==> config.mk <==
export PLATFORM = sky130hd
export DESIGN_NAME = iter_adder
export DESIGN_NICKNAME = d
export VERILOG_FILES = /design/src/rtl/iter_add_pkg.sv /design/src/rtl/slice_mux.sv /design/src/rtl/slice_adder.sv /design/src/rtl/slice_seq.sv /design/src/rtl/iter_adder.sv
export SDC_FILE = /design/constraint.sdc
export NUM_CORES = 1
export LEC_CHECK = 0
export ABC_CLOCK_PERIOD_IN_PS = 4070
export BUFFER_PORTS_ARGS = -buffer_cell sky130_fd_sc_hd__buf_2
export CAP_MARGIN = 20
export CORE_MARGIN = 1.5
export CORE_UTILIZATION = 25
export DETAILED_ROUTE_END_ITERATION = 10
export MAX_ROUTING_LAYER = met4
export PLACE_DENSITY = 0.46
export SLEW_MARGIN = 20
export SYNTH_ARGS = -nofsm -noshare
export SYNTH_HDL_FRONTEND = slang
export SYNTH_SLANG_ARGS = --single-unit
==> constraint.sdc <==
create_clock -name clk_i -period 4.07 [get_ports clk_i]
set_input_delay 0.6105 -clock clk_i [delete_from_list [all_inputs] [get_ports clk_i]]
set_output_delay 0.6105 -clock clk_i [all_outputs]
set_load 0.02 [all_outputs]
==> src/rtl/iter_add_pkg.sv <==
package iter_add_pkg;
  typedef enum logic [0:0] {
    ST_IDLE = 1'b0,
    ST_RUN  = 1'b1
  } seq_state_e;
endpackage

==> src/rtl/slice_mux.sv <==
module slice_mux #(
  parameter int OP_W    = 32,
  parameter int SLICE_W = 8,
  parameter int N_SLICE = OP_W / SLICE_W,
  parameter int CNT_W   = 2
) (
  input  logic [OP_W-1:0]    vec_i,
  input  logic [CNT_W-1:0]   idx_i,
  output logic [SLICE_W-1:0] slice_o
);
  logic [SLICE_W-1:0] slices [N_SLICE];

  for (genvar k = 0; k < N_SLICE; k++) begin : g_slice
    assign slices[k] = vec_i[k*SLICE_W +: SLICE_W];
  end

  always_comb begin
    slice_o = '0;
    for (int k = 0; k < N_SLICE; k++) begin
      if (idx_i == CNT_W'(k)) slice_o = slices[k];
    end
  end
endmodule

==> src/rtl/slice_adder.sv <==
module slice_adder #(
  parameter int SLICE_W = 8
) (
  input  logic [SLICE_W-1:0] a_i,
  input  logic [SLICE_W-1:0] b_i,
  input  logic               cin_i,
  output logic [SLICE_W-1:0] sum_o,
  output logic               cout_o
);
  assign {cout_o, sum_o} = {1'b0, a_i} + {1'b0, b_i} + {{SLICE_W{1'b0}}, cin_i};
endmodule

==> src/rtl/slice_seq.sv <==
module slice_seq
  import iter_add_pkg::*;
#(
  parameter int N_SLICE = 4,
  parameter int CNT_W   = 2
) (
  input  logic             clk_i,
  input  logic             rst_ni,
  input  logic             start_i,
  output logic             accept_o,
  output logic             run_o,
  output logic             last_o,
  output logic [CNT_W-1:0] idx_o,
  output logic             done_o
);
  localparam logic [CNT_W-1:0] LAST_IDX = CNT_W'(N_SLICE - 1);

  seq_state_e       state_q;
  logic [CNT_W-1:0] idx_q;
  logic             done_q;

  assign run_o    = (state_q == ST_RUN);
  assign accept_o = (state_q == ST_IDLE) && start_i;
  assign last_o   = run_o && (idx_q == LAST_IDX);
  assign idx_o    = idx_q;
  assign done_o   = done_q;

  always_ff @(posedge clk_i or negedge rst_ni) begin
    if (!rst_ni) begin
      state_q <= ST_IDLE;
      idx_q   <= '0;
      done_q  <= 1'b0;
    end else begin
      done_q <= 1'b0;
      unique case (state_q)
        ST_IDLE: if (start_i) begin
          state_q <= ST_RUN;
          idx_q   <= '0;
        end
        ST_RUN: begin
          if (idx_q == LAST_IDX) begin
            state_q <= ST_IDLE;
            done_q  <= 1'b1;
          end else begin
            idx_q <= idx_q + 1'b1;
          end
        end
        default: state_q <= ST_IDLE;
      endcase
    end
  end


  done_pulse_chk: assert property (@(posedge clk_i) disable iff (!rst_ni)
    done_o |=> !done_o);

  done_after_last_chk: assert property (@(posedge clk_i) disable iff (!rst_ni)
    $rose(done_o) |-> $past(last_o));

  idx_range_chk: assert property (@(posedge clk_i) disable iff (!rst_ni)
    run_o |-> idx_o <= LAST_IDX);

  no_restart_chk: assert property (@(posedge clk_i) disable iff (!rst_ni)
    (run_o && !last_o) |=> (run_o && idx_o == $past(idx_o) + 1'b1));
endmodule

==> src/rtl/iter_adder.sv <==
module iter_adder #(
  parameter int OP_W    = 32,
  parameter int SLICE_W = 8
) (
  input  logic            clk_i,
  input  logic            rst_ni,
  input  logic            start_i,
  input  logic [OP_W-1:0] a_i,
  input  logic [OP_W-1:0] b_i,
  output logic [OP_W-1:0] result_o,
  output logic            carry_o,
  output logic            done_o
);
  localparam int N_SLICE = OP_W / SLICE_W;
  localparam int CNT_W   = (N_SLICE > 1) ? $clog2(N_SLICE) : 1;

  logic [OP_W-1:0]    a_q, b_q, result_q;
  logic               carry_q;
  logic               accept, run, last;
  logic [CNT_W-1:0]   idx;
  logic [SLICE_W-1:0] a_sl, b_sl, sum_sl;
  logic               cout_sl;

  slice_seq #(.N_SLICE(N_SLICE), .CNT_W(CNT_W)) u_seq (
    .clk_i    (clk_i),
    .rst_ni   (rst_ni),
    .start_i  (start_i),
    .accept_o (accept),
    .run_o    (run),
    .last_o   (last),
    .idx_o    (idx),
    .done_o   (done_o)
  );

  slice_mux #(.OP_W(OP_W), .SLICE_W(SLICE_W), .N_SLICE(N_SLICE), .CNT_W(CNT_W)) u_mux_a (
    .vec_i (a_q), .idx_i (idx), .slice_o (a_sl)
  );

  slice_mux #(.OP_W(OP_W), .SLICE_W(SLICE_W), .N_SLICE(N_SLICE), .CNT_W(CNT_W)) u_mux_b (
    .vec_i (b_q), .idx_i (idx), .slice_o (b_sl)
  );

  slice_adder #(.SLICE_W(SLICE_W)) u_add (
    .a_i (a_sl), .b_i (b_sl), .cin_i (carry_q), .sum_o (sum_sl), .cout_o (cout_sl)
  );

  always_ff @(posedge clk_i or negedge rst_ni) begin
    if (!rst_ni) begin
      a_q     <= '0;
      b_q     <= '0;
      carry_q <= 1'b0;
    end else if (accept) begin
      a_q     <= a_i;
      b_q     <= b_i;
      carry_q <= 1'b0;  // lowest slice sees no carry-in
    end else if (run) begin
      carry_q <= cout_sl;
    end
  end

  // result assembly: only the active slice is written
  always_ff @(posedge clk_i or negedge rst_ni) begin
    if (!rst_ni) begin
      result_q <= '0;
    end else if (run) begin
      for (int k = 0; k < N_SLICE; k++) begin
        if (idx == CNT_W'(k)) result_q[k*SLICE_W +: SLICE_W] <= sum_sl;
      end
    end
  end

  assign result_o = result_q;
  assign carry_o  = carry_q;


  first_cin_zero_chk: assert property (@(posedge clk_i) disable iff (!rst_ni)
    (run && idx == '0) |-> !carry_q);

  operand_hold_chk: assert property (@(posedge clk_i) disable iff (!rst_ni)
    run |=> ($stable(a_q) && $stable(b_q)));

  idle_hold_chk: assert property (@(posedge clk_i) disable iff (!rst_ni)
    (!run && !start_i) |=> ($stable(result_o) && $stable(carry_o)));

  last_done_chk: assert property (@(posedge clk_i) disable iff (!rst_ni)
    last |=> done_o);
endmodule

-- After elaboration in Yosys (flattened, before gate mapping)
Index checks and enable logic that the tools add are counted.
- reductions and logical operators: 8
- $add $sub $neg: 3
- bitwise logic cells: 1
- muxes and demuxes: 18
- equal/unequal tests: 5
- operators by type and width (operator ; count):
    $mux W8 ; 8
    $reduce_and A2 Y1 ; 5
    $add A8 B8 Y9 ; 1
    $add A9 B1 Y9 ; 1
    $mux W1 ; 6
    $eq A2 B2 Y1 const B ; 2
    $mux W2 ; 2
    $ne A2 B2 Y1 const B ; 2
    $pmux W2 S2 ; 1
    $add A2 B1 Y2 const B ; 1
    $eq A2 B1 Y1 const B ; 1
    $logic_not A2 Y1 ; 1
    $pmux W1 S2 ; 1
    $reduce_bool A2 Y1 ; 1
    $logic_and A1 B1 Y1 ; 1
    $not A1 Y1 ; 1
- input bits: 67
- register bits: 101
- logic and storage cells: 45
- output and inout port bits: 34

-- Logic depth before layout (Yosys ltp)
- depth in word-level cells: 9
- gate-level depth with buffers: 14
- mapped depth without buffers: 13

-- By module
From an unflattened synthesis, not the netlist that was laid out.
- cells, all modules: 281
- area, all modules: 4523.1 um2
- modules (own cells, without submodules) (module ; seq. area each (um2) ; area an instance (um2) ; cells each ; times used):
    iter_adder ; 2427.3 ; 3619.7 ; 207 ; 1
    slice_mux ; 0.0 ; 196.4 ; 10 ; 2
    slice_adder ; 0.0 ; 331.6 ; 40 ; 1
    slice_seq ; 100.1 ; 178.9 ; 14 ; 1

-- Worst setup path after synthesis
OpenSTA, ideal clock, no wires.
- kind: reg2reg
- start: register u_seq.idx_q[0], in the netlist u_seq.idx_o[0]
- end: register result_q[14], in the netlist result_o[14]
- clock period less this slack: 3.023 ns
- cell stages (with the launch flop): 15
- required time: 3.932 ns
- arrival time: 2.885 ns
- path slack: 1.047 ns
- cell sequence: dfrtp_1 -> inv_1 -> ha_1 -> nor2b_1 -> clkbuf_1 -> a221oi_1 -> nor3_1 -> a21oi_1 -> fa_1 -> inv_1 -> fa_1 -> a21oi_1 -> o211ai_1 -> a211oi_1 -> o31ai_1
- longest elaborated chain between the ends: 7
- ends and longest elaborated chain (what ; RTL line ; RTL):
    start: declaration ; slice_seq.sv:19 ; logic [CNT_W-1:0] idx_q;
    start signal: assignment ; slice_seq.sv:45 ; idx_q <= idx_q + 1'b1;
    $logic_not A2 Y1 ; slice_mux.sv:20 ; if (idx_i == CNT_W'(k)) slice_o = slices[k];
    $mux W8 (4 in a row) ; slice_mux.sv:20 ;
    $add A8 B8 Y9 ; slice_adder.sv:10 ; assign {cout_o, sum_o} = {1'b0, a_i} + {1'b0, b_i} + {{SLICE_W{1'b0}}, cin_i};
    $add A9 B1 Y9 ; slice_adder.sv:10 ;
    end signal: indexed assignment ; iter_adder.sv:67 ; if (idx == CNT_W'(k)) result_q[k*SLICE_W +: SLICE_W] <= sum_sl;
    end: declaration ; iter_adder.sv:17 ; logic [OP_W-1:0] a_q, b_q, result_q;
Several ways; a longest one is shown, not always the timed one.
A chain may end at the register's enable or synchronous reset.

-- Worst setup path after layout
- start: register u_seq.idx_q[0], in the netlist u_seq.idx_o[0]
- end: register result_q[21], in the netlist result_o[21]
The elaborated chain is that of the path after synthesis.

==> qor.yml <==
startpoint: "u_seq.idx_o[0]"
post_cts_buffers: 0
rows: 49
worstSetupStartpointType: "flip-flop"
stdcell_count: 721
ys_seq_area_frac: 0.5405
hp-class: "input pin to async pin"
ys_types: 38
r2r-start: "u_seq.idx_o[0]"
io_pins: 101
pwr_density_cell_nw_per_um2: 979.5
slowest_stage: "ha_1"
wl_per_cell_um: 16.99
fin_crit_ns: 3.511
initial_utilization: 0.2577
placed_cells: 705
peakVddDrop_v: 0.0003516
drv_slew: 0
cts_tree: "yes"
cts_hold_buf: 0
rsz0062_at_grt: "false"
top_layer_used: "met4"
drt_iter0_markers: 162
grt_pass1_vias: 3453
syn_area_um2: 4676
synthArstFlopShare: 1.000
cts.root.buffer_cell: "clkbuf_16"
synth_cells: 395
grt_pass1_wl_mm: 19.55
period_share: 0.8626
path_max_fanout: 22
path_class: "flip-flop to flip-flop"
die_y_um: 139.8
hold_violations: 0
cts_sinks: 101
dp_hpwl_mm: 9.063
finalSetupViolCount: 0
p_leak_nw: 2.568
worstMarginPinSlew_ns: 0.9371
cp.required_ns: 4.24
fillCellCount: 1883
worstSetupEndpointType: "flip-flop"
grt_max_degree: 78
violations: "design-rule violations"
drive_above_1_share: 0.3049
timing.hold.ws_ns: 0.1493
synth_edf_count: 0
route.met3.wl_um: 531
diodes: 0
crit_chain: "inv_1 -> ha_1 -> buf_4 -> a221oi_1 -> o31ai_1 -> ha_1 -> nand2b_1 -> a21oi_1 -> o31ai_1 -> a41oi_1"
fmaxAchievable_mhz: 284.8
wl_met1_mm: 6.017
wl_met2_mm: 5.603
cts-buffers-inserted: 9
slew_headroom: 0.3740
core_um2: 18150
synth_ff_type: "dfrtp_1"
tns_ns: 0
clock_path_buffers: 2
run_status: "finished, violations left"
worstPathArrival_ns: 3.68
dr_total_vias: 3333
cts_htree_levels: 3
dieArea_um2: 19530
dr.pass1.iters: 7
antenna_left: 0
grt-ovfl-total: 0
finalClockSkew_ns: 0.008422
antenna_found_initial: 0
synth.avg_cell_area_um2: 11.84
drc: 8
path_clk_slew_ns: 0.07
final_cell_mix: "dfrtp_1, buf_2, nand2_1"
clock_latency_ns: 0.35
fin_nets: 568
layout_commonest_cell: "dfrtp_1"
ys_warn_count: 0
die_x_um: 139.8
port_buffers: 100
groute.usage.overall: 0.1347
synth-seq-cells: 101
cts_resized: 0
areaGrowthSynthToFinish_pct: 22.61
gp_congestion: 0.8282
drv_cap: 0
vias_per_cell: 4.623
crit_path_max_incr_delay_ns: 0.65
synth_fp_nets: 475
drt_wl_total_mm: 12.25
## final cells by class
class,instances,area [um^2],area share
clock inverter,6,86.33,0.01506
clock buffer,9,225.2,0.03928
sequential,101,2527,0.4409
inverter,6,22.52,0.003928
multi-input combinational,263,1997,0.3483
timing repair buffer,107,588.1,0.1026
tap,229,286.5,0.04998
## state kept, by name, indices dropped and copies added, names as in the netlist
register,flops
a_q,32
b_q,32
carry_o,1
result_o,32
u_seq.done_o,1
u_seq.idx_o,2
u_seq.run_o,1
## cell usage after synthesis, types with 2 or more instances
master      n  area [um^2]
dfrtp_1   101         2527
a221oi_1    7        61.31
a41oi_1     3        26.28
o21a_1      2        15.01
nor3_1      2        10.01
o31ai_1    19        142.6
fa_1        2        40.04
nor2b_1    10        62.56
buf_2      10        50.05
mux2_1     50        563.0
nor2_1      7        26.28
o21ai_0    19        95.09
mux2_2     22        247.7
ha_1       11        137.6
nand2_1    51        191.4
clkbuf_1   11        41.29
a211oi_1    3        22.52
nand2b_1    3        18.77
a21oi_1    27        135.1
inv_1       6        22.52
nand3b_1    9        67.56
buf_6       4        45.04
## metal layers
| layer | vias up | GRT usage |
|---|---|---|
| li1 | 1603 | - |
| met1 | 1628 | 0.1854 |
| met2 | 92 | 0.1982 |
| met3 | 10 | 0.03166 |
| met4 | 0 | 0.03657 |
| met5 | - | - |
## final timing paths
kind / end / slack (ns) / cells after the start
worst min register to register: result_o[15] / 0.48 / 2
worst max register to register: result_o[21] / 0.56 / 10
worst min-delay path: result_o[8] / 0.15 / 1
max in group asynchronous: b_q[6] / 2.93 / 3
worst max-delay path: result_o[21] / 0.56 / 10
min in group clk_i: result_o[15] / 0.48 / 2
## cell families (layout without fill, tap and decap cells)
group | after synthesis | in the layout | share of synthesized area
adders and majority gates | 13 | 13 | 0.03800
and+or+nand+nor | 88 | 88 | 0.09072
AOI/OAI and AO/OA | 89 | 89 | 0.1215
DFF | 101 | 101 | 0.5405
buffers and inverters | 31 | 128 | 0.03398
xor gates and xnor gates | 1 | 1 | 0.001874
muxes | 72 | 72 | 0.1734
## through the flow
stage          cell area [um^2]  power (mW)  setup slack [ns]  utilization
3_5_place_dp               5394       4.745            0.5628       0.2972
4_1_cts                    5705       5.678            0.5419       0.3144
3_3_place_gp               5394       4.668            0.7156       0.2972
2_1_floorplan              4676       3.843             1.047            -
6_report                   5733       5.615            0.5591       0.3159
5_1_grt                    5733       6.082            0.1359       0.3159
## worst max-delay path, delay by kind of cell (launching register included)
| kind | cells | cell delay, ns |
|---|---|---|
| compound gates | 5 | 1.40 |
| fa+ha+maj | 2 | 0.97 |
| buf+inv | 2 | 0.42 |
| flops | 1 | 0.43 |
| simple gates | 1 | 0.12 |
## power by group
group | internal, mW | switching [mW]
Sequential | 1.52 | 0.312
Clock | 0.535 | 0.370
Combinational | 1.14 | 1.73
Total | 3.20 | 2.42
Note: power is estimated with default switching activity, not from simulation.
